===== config.mk =====
export PLATFORM = sky130hd
export DESIGN_NAME = usbneg_hs_negotiator
export DESIGN_NICKNAME = d
export VERILOG_FILES = /design/src/rtl/usbneg_pkg.sv /design/src/rtl/usbneg_tick_timer.sv /design/src/rtl/usbneg_chirp_pairs.sv /design/src/rtl/usbneg_hs_negotiator.sv
export SDC_FILE = /design/constraint.sdc
export NUM_CORES = 1
export LEC_CHECK = 0
export ABC_CLOCK_PERIOD_IN_PS = 2600
export BUFFER_PORTS_ARGS = -buffer_cell sky130_fd_sc_hd__buf_2
export CAP_MARGIN = 20
export CORE_ASPECT_RATIO = 0.9
export CORE_UTILIZATION = 40
export CTS_CLUSTER_SIZE = 25
export DETAILED_ROUTE_END_ITERATION = 10
export GPL_TIMING_DRIVEN = 0
export MAX_ROUTING_LAYER = met4
export PLACE_DENSITY = 0.65
export SYNTH_ARGS = -nofsm -noshare
export SYNTH_HDL_FRONTEND = slang
export SYNTH_SLANG_ARGS = --single-unit

===== constraint.sdc =====
create_clock -name clk -period 2.6 [get_ports clk]
set_input_delay 0.78 -clock clk [delete_from_list [all_inputs] [get_ports clk]]
set_output_delay 0.78 -clock clk [all_outputs]
set_load 0.1 [all_outputs]

===== src/rtl/usbneg_pkg.sv =====
package usbneg_pkg;

  typedef enum logic [1:0] {
    LS_SE0 = 2'b00,
    LS_J   = 2'b01,
    LS_K   = 2'b10,
    LS_SE1 = 2'b11
  } line_t;

  typedef enum logic [1:0] {
    SPD_FULL  = 2'b00,
    SPD_NEGOT = 2'b01,
    SPD_HIGH  = 2'b10
  } speed_t;

  typedef enum logic [1:0] {
    ST_FS       = 2'b00,
    ST_DEVCHIRP = 2'b01,
    ST_HOSTWAIT = 2'b10,
    ST_HS       = 2'b11
  } neg_state_t;

endpackage


===== src/rtl/usbneg_tick_timer.sv =====
module usbneg_tick_timer #(
  parameter int unsigned LIMIT = 3
) (
  input  logic clk,
  input  logic rst_n,
  input  logic clear,
  input  logic tick,
  output logic expired
);
  localparam int unsigned CW = (LIMIT < 1) ? 1 : $clog2(LIMIT + 1);

  logic [CW-1:0] cnt_q;

  always_ff @(posedge clk or negedge rst_n) begin
    if (!rst_n) begin
      cnt_q <= '0;
    end else if (clear) begin
      cnt_q <= '0;
    end else if (tick && (cnt_q != CW'(LIMIT))) begin
      cnt_q <= cnt_q + 1'b1;
    end
  end

  assign expired = (cnt_q == CW'(LIMIT));

  // The count moves by at most one per cycle, so expiry is never skipped
  AST_TIMER_STEP: assert property (@(posedge clk) disable iff (!rst_n)
    !clear |=> (cnt_q == $past(cnt_q)) || (cnt_q == $past(cnt_q) + 1'b1));

endmodule


===== src/rtl/usbneg_chirp_pairs.sv =====
module usbneg_chirp_pairs
  import usbneg_pkg::*;
#(
  parameter int unsigned MIN_TICKS    = 10,
  parameter int unsigned PAIRS_NEEDED = 3
) (
  input  logic  clk,
  input  logic  rst_n,
  input  logic  en,
  input  logic  tick,
  input  line_t line,
  output logic  pairs_done
);
  localparam int unsigned RW = $clog2(MIN_TICKS + 1);
  localparam int unsigned PW = $clog2(PAIRS_NEEDED + 1);

  line_t         prev_q;
  logic [RW-1:0] run_q;
  logic          have_k_q;
  logic [PW-1:0] pairs_q;

  logic prev_is_chirp, prev_short, level_change, turns_valid, line_is_chirp;

  always_comb begin
    prev_is_chirp = (prev_q == LS_J) || (prev_q == LS_K);
    line_is_chirp = (line == LS_J) || (line == LS_K);
    prev_short    = (run_q != RW'(MIN_TICKS));
    level_change  = (line != prev_q);
    turns_valid   = !level_change && tick && (run_q == RW'(MIN_TICKS - 1));
  end

  always_ff @(posedge clk or negedge rst_n) begin
    if (!rst_n) begin
      prev_q   <= LS_SE0;
      run_q    <= '0;
      have_k_q <= 1'b0;
      pairs_q  <= '0;
    end else if (!en) begin
      prev_q   <= LS_SE0;
      run_q    <= '0;
      have_k_q <= 1'b0;
      pairs_q  <= '0;
    end else if (level_change) begin
      prev_q <= line;
      run_q  <= '0;
      if (prev_is_chirp && prev_short) begin
        pairs_q  <= '0;
        have_k_q <= 1'b0;
      end else if (!line_is_chirp) begin
        have_k_q <= 1'b0;
      end
    end else begin
      if (tick && prev_short) begin
        run_q <= run_q + 1'b1;
      end
      if (turns_valid) begin
        if (line == LS_K) begin
          have_k_q <= 1'b1;
        end else if ((line == LS_J) && have_k_q) begin
          have_k_q <= 1'b0;
          if (pairs_q != PW'(PAIRS_NEEDED)) begin
            pairs_q <= pairs_q + 1'b1;
          end
        end
      end
    end
  end

  assign pairs_done = (pairs_q == PW'(PAIRS_NEEDED));

  AST_PAIRS_STEP: assert property (@(posedge clk) disable iff (!rst_n)
    en |=> (pairs_q == '0) || (pairs_q == $past(pairs_q))
           || (pairs_q == $past(pairs_q) + 1'b1));

  AST_GLITCH_NOT_DONE: assert property (@(posedge clk) disable iff (!rst_n)
    (en && level_change && prev_is_chirp && prev_short) |=> !pairs_done);

endmodule


===== src/rtl/usbneg_hs_negotiator.sv =====
module usbneg_hs_negotiator
  import usbneg_pkg::*;
#(
  parameter int unsigned RST_SE0_TICKS        = 3,
  parameter int unsigned DEV_CHIRP_TICKS      = 1000,
  parameter int unsigned HOST_CHIRP_MIN_TICKS = 10,
  parameter int unsigned KJ_PAIRS_NEEDED      = 3,
  parameter int unsigned HS_WAIT_TICKS        = 2000
) (
  input  logic       clk,
  input  logic       rst_n,
  input  logic       tick,
  input  logic [1:0] line_state,
  output logic       pullup_en,
  output logic       chirp_k_drv,
  output logic       hs_term_en,
  output logic [1:0] speed_mode
);
  line_t      line;
  neg_state_t state_q, state_d;
  logic       se0_done, chirp_done, wait_done, pairs_done;

  assign line = line_t'(line_state);

  // Bus reset detection: only measured in full speed, restarted by any non-SE0 level
  usbneg_tick_timer #(.LIMIT(RST_SE0_TICKS)) u_se0_timer (
    .clk    (clk),
    .rst_n  (rst_n),
    .clear  ((state_q != ST_FS) || (line != LS_SE0)),
    .tick   (tick),
    .expired(se0_done)
  );

  // Length of the device chirp K
  usbneg_tick_timer #(.LIMIT(DEV_CHIRP_TICKS)) u_chirp_timer (
    .clk    (clk),
    .rst_n  (rst_n),
    .clear  (state_q != ST_DEVCHIRP),
    .tick   (tick),
    .expired(chirp_done)
  );

  // Window for the host reply
  usbneg_tick_timer #(.LIMIT(HS_WAIT_TICKS)) u_wait_timer (
    .clk    (clk),
    .rst_n  (rst_n),
    .clear  (state_q != ST_HOSTWAIT),
    .tick   (tick),
    .expired(wait_done)
  );

  usbneg_chirp_pairs #(
    .MIN_TICKS   (HOST_CHIRP_MIN_TICKS),
    .PAIRS_NEEDED(KJ_PAIRS_NEEDED)
  ) u_pairs (
    .clk       (clk),
    .rst_n     (rst_n),
    .en        (state_q == ST_HOSTWAIT),
    .tick      (tick),
    .line      (line),
    .pairs_done(pairs_done)
  );

  always_comb begin
    state_d = state_q;
    unique case (state_q)
      ST_FS:       if (se0_done)   state_d = ST_DEVCHIRP;
      ST_DEVCHIRP: if (chirp_done) state_d = ST_HOSTWAIT;
      ST_HOSTWAIT: begin
        if (pairs_done)     state_d = ST_HS;
        else if (wait_done) state_d = ST_FS;
      end
      ST_HS:       state_d = ST_HS;
      default:     state_d = ST_FS;
    endcase
  end

  always_ff @(posedge clk or negedge rst_n) begin
    if (!rst_n) state_q <= ST_FS;
    else        state_q <= state_d;
  end

  always_comb begin
    pullup_en   = (state_q != ST_HS);
    hs_term_en  = (state_q == ST_HS);
    chirp_k_drv = (state_q == ST_DEVCHIRP);
    unique case (state_q)
      ST_FS:                   speed_mode = SPD_FULL;
      ST_DEVCHIRP, ST_HOSTWAIT: speed_mode = SPD_NEGOT;
      default:                 speed_mode = SPD_HIGH;
    endcase
  end

  AST_TERM_EXCLUSIVE: assert property (@(posedge clk) disable iff (!rst_n)
    pullup_en != hs_term_en);

  AST_CHIRP_ONLY_NEGOT: assert property (@(posedge clk) disable iff (!rst_n)
    chirp_k_drv |-> (speed_mode == SPD_NEGOT));

  AST_RESET_NEEDS_SE0: assert property (@(posedge clk) disable iff (!rst_n)
    ((state_q == ST_FS) && !se0_done) |=> (state_q == ST_FS));

  AST_HS_NEEDS_PAIRS: assert property (@(posedge clk) disable iff (!rst_n)
    ((state_q == ST_HOSTWAIT) && !pairs_done) |=> (state_q != ST_HS));

  AST_FALLBACK_ON_TIMEOUT: assert property (@(posedge clk) disable iff (!rst_n)
    ((state_q == ST_HOSTWAIT) && !wait_done) |=> (state_q != ST_FS));

  AST_HS_STICKY: assert property (@(posedge clk) disable iff (!rst_n)
    (state_q == ST_HS) |=> (state_q == ST_HS));

endmodule


==> flow_summary.json <==
{
  "status": "finished clean",
  "clockBufferDepth": 2,
  "peakVddDrop_mv": 0.529,
  "dr.pass1.iters": 4,
  "powerDensity_nw_per_um2": 825,
  "cts_tree": "built",
  "clkSinkCount": 34,
  "synth_flop_cell": "dfrtp_1",
  "slew_viol_final": 0,
  "ctsResizeCount": 0,
  "synth_edf_count": 0,
  "cts_hold_buf": 0,
  "cts.clk_slew.worst_paths_ns": 0.07,
  "avgSynthCellArea_um2": 10.1,
  "cpPeakStageDelay_ns": 0.45,
  "tns_ns": 0,
  "core_area_um2": 4860,
  "hpwl_mm": 2.64,
  "fin_skew_ns": 0.00721,
  "syn_area_um2": 2030,
  "fin_crit_sh": 0.883,
  "root_buffer": "clkbuf_8",
  "die_w_um": 77.1,
  "cp_cell_sequence": "inv_1 > ha_1 > buf_2",
  "worst_ep_arrival_time_ns": 1.52,
  "cp_num_buf_inv": 2,
  "netlist_instances": 202,
  "synth-seq-cells": 34,
  "num_vias": 1452,
  "crit_type": "flop to primary output",
  "p_switching_mw": 0.860,
  "synth_top_area_share": 0.419,
  "final_nets": 239,
  "synth.largest_area_cell": "dfrtp_1",
  "setup_viol": 0,
  "grt_pass1_vias": 1402,
  "gr-total-overflow": 0,
  "final_core_util": 0.463,
  "synth-async-reset-ratio": 1.00,
  "pwr-share-clk": 0.225,
  "comb_power_share": 0.436,
  "yosys.cell_types.count": 37,
  "seq_power_share": 0.339,
  "drt_iter0_markers": 57,
  "slew_headroom": 0.483,
  "cellLeakagePower_nw": 1.02,
  "die_h_um": 69.6,
  "grt_antenna_before_repair": 0,
  "area.growth.synth_to_final_pct": 11.0,
  "report.final.hold_viol_count": 0,
  "fin_crit_ns": 2.30,
  "htree_levels": 2,
  "place.port_buffers": 9,
  "ant_nets": 0,
  "routabilityCongestion": 0.751,
  "drv_cap": 0,
  "p_sw_frac": 0.462,
  "io_pins": 10,
  "tightest_slew_ns": 0.776,
  "insertion_delay_ns": 0.29,
  "vias_per_cell": 5.11,
  "synth_nets": 223,
  "n_antenna_cell": 0,
  "grt_usage": 0.157,
  "fillers": 484,
  "yosys_warnings": 0,
  "cp_data_required_time_ns": 1.82,
  "grt_pass1_wl_mm": 6.32,
  "endpoint_kind": "primary output",
  "dieArea_um2": 5370,
  "wl_per_cell_um": 13.1,
  "yosysSeqAreaShare": 0.419,
  "ys_top_cells_by_area": "dfrtp_1 42%, ha_1 9.9%, and2_1 5.2%",
  "post_cts_buffers": 0,
  "hold_ws_ns": 0.535,
  "final_layout_size_suffix_gt1_frac": 0.119,
  "fmax_mhz": 436,
  "worstHoldPathType": "flop to flop",
  "critPathSlowestCell": "buf_2",
  "initial_core_util": 0.417,
  "rsz0062_at_grt": "false",
  "drc": 0,
  "rows": 24,
  "internal_power_mw": 1.00,
  "grt_start_max_net_pins": 35,
  "cp_top_family": "buffers and inverters",
  "critPathLaunchType": "flop",
  "crit_fanout": 4,
  "routed_wl_mm": 3.72,
  "cts_buffers": 5
}
-- cells by family after synthesis --
family,after synthesis,share of synthesized area
flops,34,0.419
compound gates,29,0.116
fa+ha+maj,16,0.0986
mux,4,0.0197
simple gates,79,0.221
xor+xnor,20,0.0863
buf+inv,20,0.0394
-- layer usage --
metal  up-vias  share of wire  global-route usage
met5         -              0                   -
met2        16           0.45               0.233
met4         0          0.024              0.0818
met3         7          0.023              0.0355
met1       702           0.50               0.199
li1        727              -                   -
-- synth_stat cells (all sizes together), types with 3 or more instances --
cell type  number
a21boi          9
nor2b           5
o21ai           7
and2           17
inv            15
nor2            8
dfrtp          34
mux2i           4
or3             6
xnor2           9
ha             16
nand3           6
nor3            5
nand4          11
xor2           11
nand2          11
clkbuf          3
-- power groups by stage --
stage | clock network, mW | logic [mW] | registers [mW]
after global placement | 0 | 0.808 | 0.640
after detailed placement | 0 | 0.819 | 0.641
after CTS | 0.432 | 0.822 | 0.630
final | 0.418 | 0.812 | 0.631
after floorplan | 0 | 0.696 | 0.626
after global routing | 0.456 | 0.872 | 0.640
-- cell usage in the layout (no fill, tap or decap), types with 2 or more instances in the layout --
cell       n
and2_1    17
a21boi_1   2
and3_1     2
mux2i_1    4
nand2_1   11
inv_1     15
o21a_1     2
xor2_1    11
nand4_1   11
dfrtp_1   34
xnor2_1    9
a21boi_0   7
ha_1      15
or3_1      6
o21ai_0    7
nor4_1     2
a21oi_1    2
clkbuf_8   6
nand3_1    6
o311ai_2   2
buf_2     10
o211ai_1   2
clkbuf_1   3
nor3_1     5
nor2b_1    5
nor2_1     8
-- path summary, 6_finish.rpt --
check	start	to	slack, ns	depth (start not counted)
worst max-delay path	state_q[1]$_DFFE_PN0P_	chirp_k_drv	0.30	3
worst min-delay path	u_se0_timer.cnt_q[1]$_DFFE_PN0P_	u_se0_timer.cnt_q[1]$_DFFE_PN0P_	0.54	2
min in group asynchronous	rst_n	u_chirp_timer.cnt_q[7]$_DFFE_PN0P_	0.56	1
worst max register to register	u_wait_timer.cnt_q[5]$_DFFE_PN0P_	state_q[1]$_DFFE_PN0P_	0.84	4
max in group asynchronous	rst_n	u_wait_timer.cnt_q[0]$_DFFE_PN0P_	1.55	1
worst min register to register	u_se0_timer.cnt_q[1]$_DFFE_PN0P_	u_se0_timer.cnt_q[1]$_DFFE_PN0P_	0.54	2
-- area by class of cell --
type	count	area, um2	share of cell area
inverter	15	56.3	0.0250
timing repair buffer	9	45.0	0.0200
clock inverter	2	12.5	0.00555
buffer	5	23.8	0.0105
multi-input combinational	148	1100	0.489
sequential	34	851	0.377
clock buffer	6	82.6	0.0366
tap	65	81.3	0.0361
-- registers in the layout (all words and copies together), names as in the netlist --
name and cells:
u_pairs.pairs_q 2, u_pairs.have_k_q 1, u_se0_timer.cnt_q 2, u_chirp_timer.cnt_q 10
state_q 2, u_pairs.run_q 4, u_wait_timer.cnt_q 11, u_pairs.prev_q 2
-- through the flow --
step                      worst slack, ns  std cells  power (mW)  instance area [um2]
after global placement              0.504        276        1.45                 2160
after CTS                           0.301        284        1.88                 2250
after floorplan                     0.349        202        1.32                 2030
final                               0.305        284        1.86                 2250
after detailed placement            0.529        276        1.46                 2160
after global routing                0.213        284        1.97                 2250
-- worst reg2reg max path, delay by kind of cell (launching register included) --
family | cells | cell delay [ns]
AOI/OAI and AO/OA | 2 | 0.47
DFF | 1 | 0.41
and+or+nand+nor | 2 | 0.77
Power figures use the tool's default switching activity.
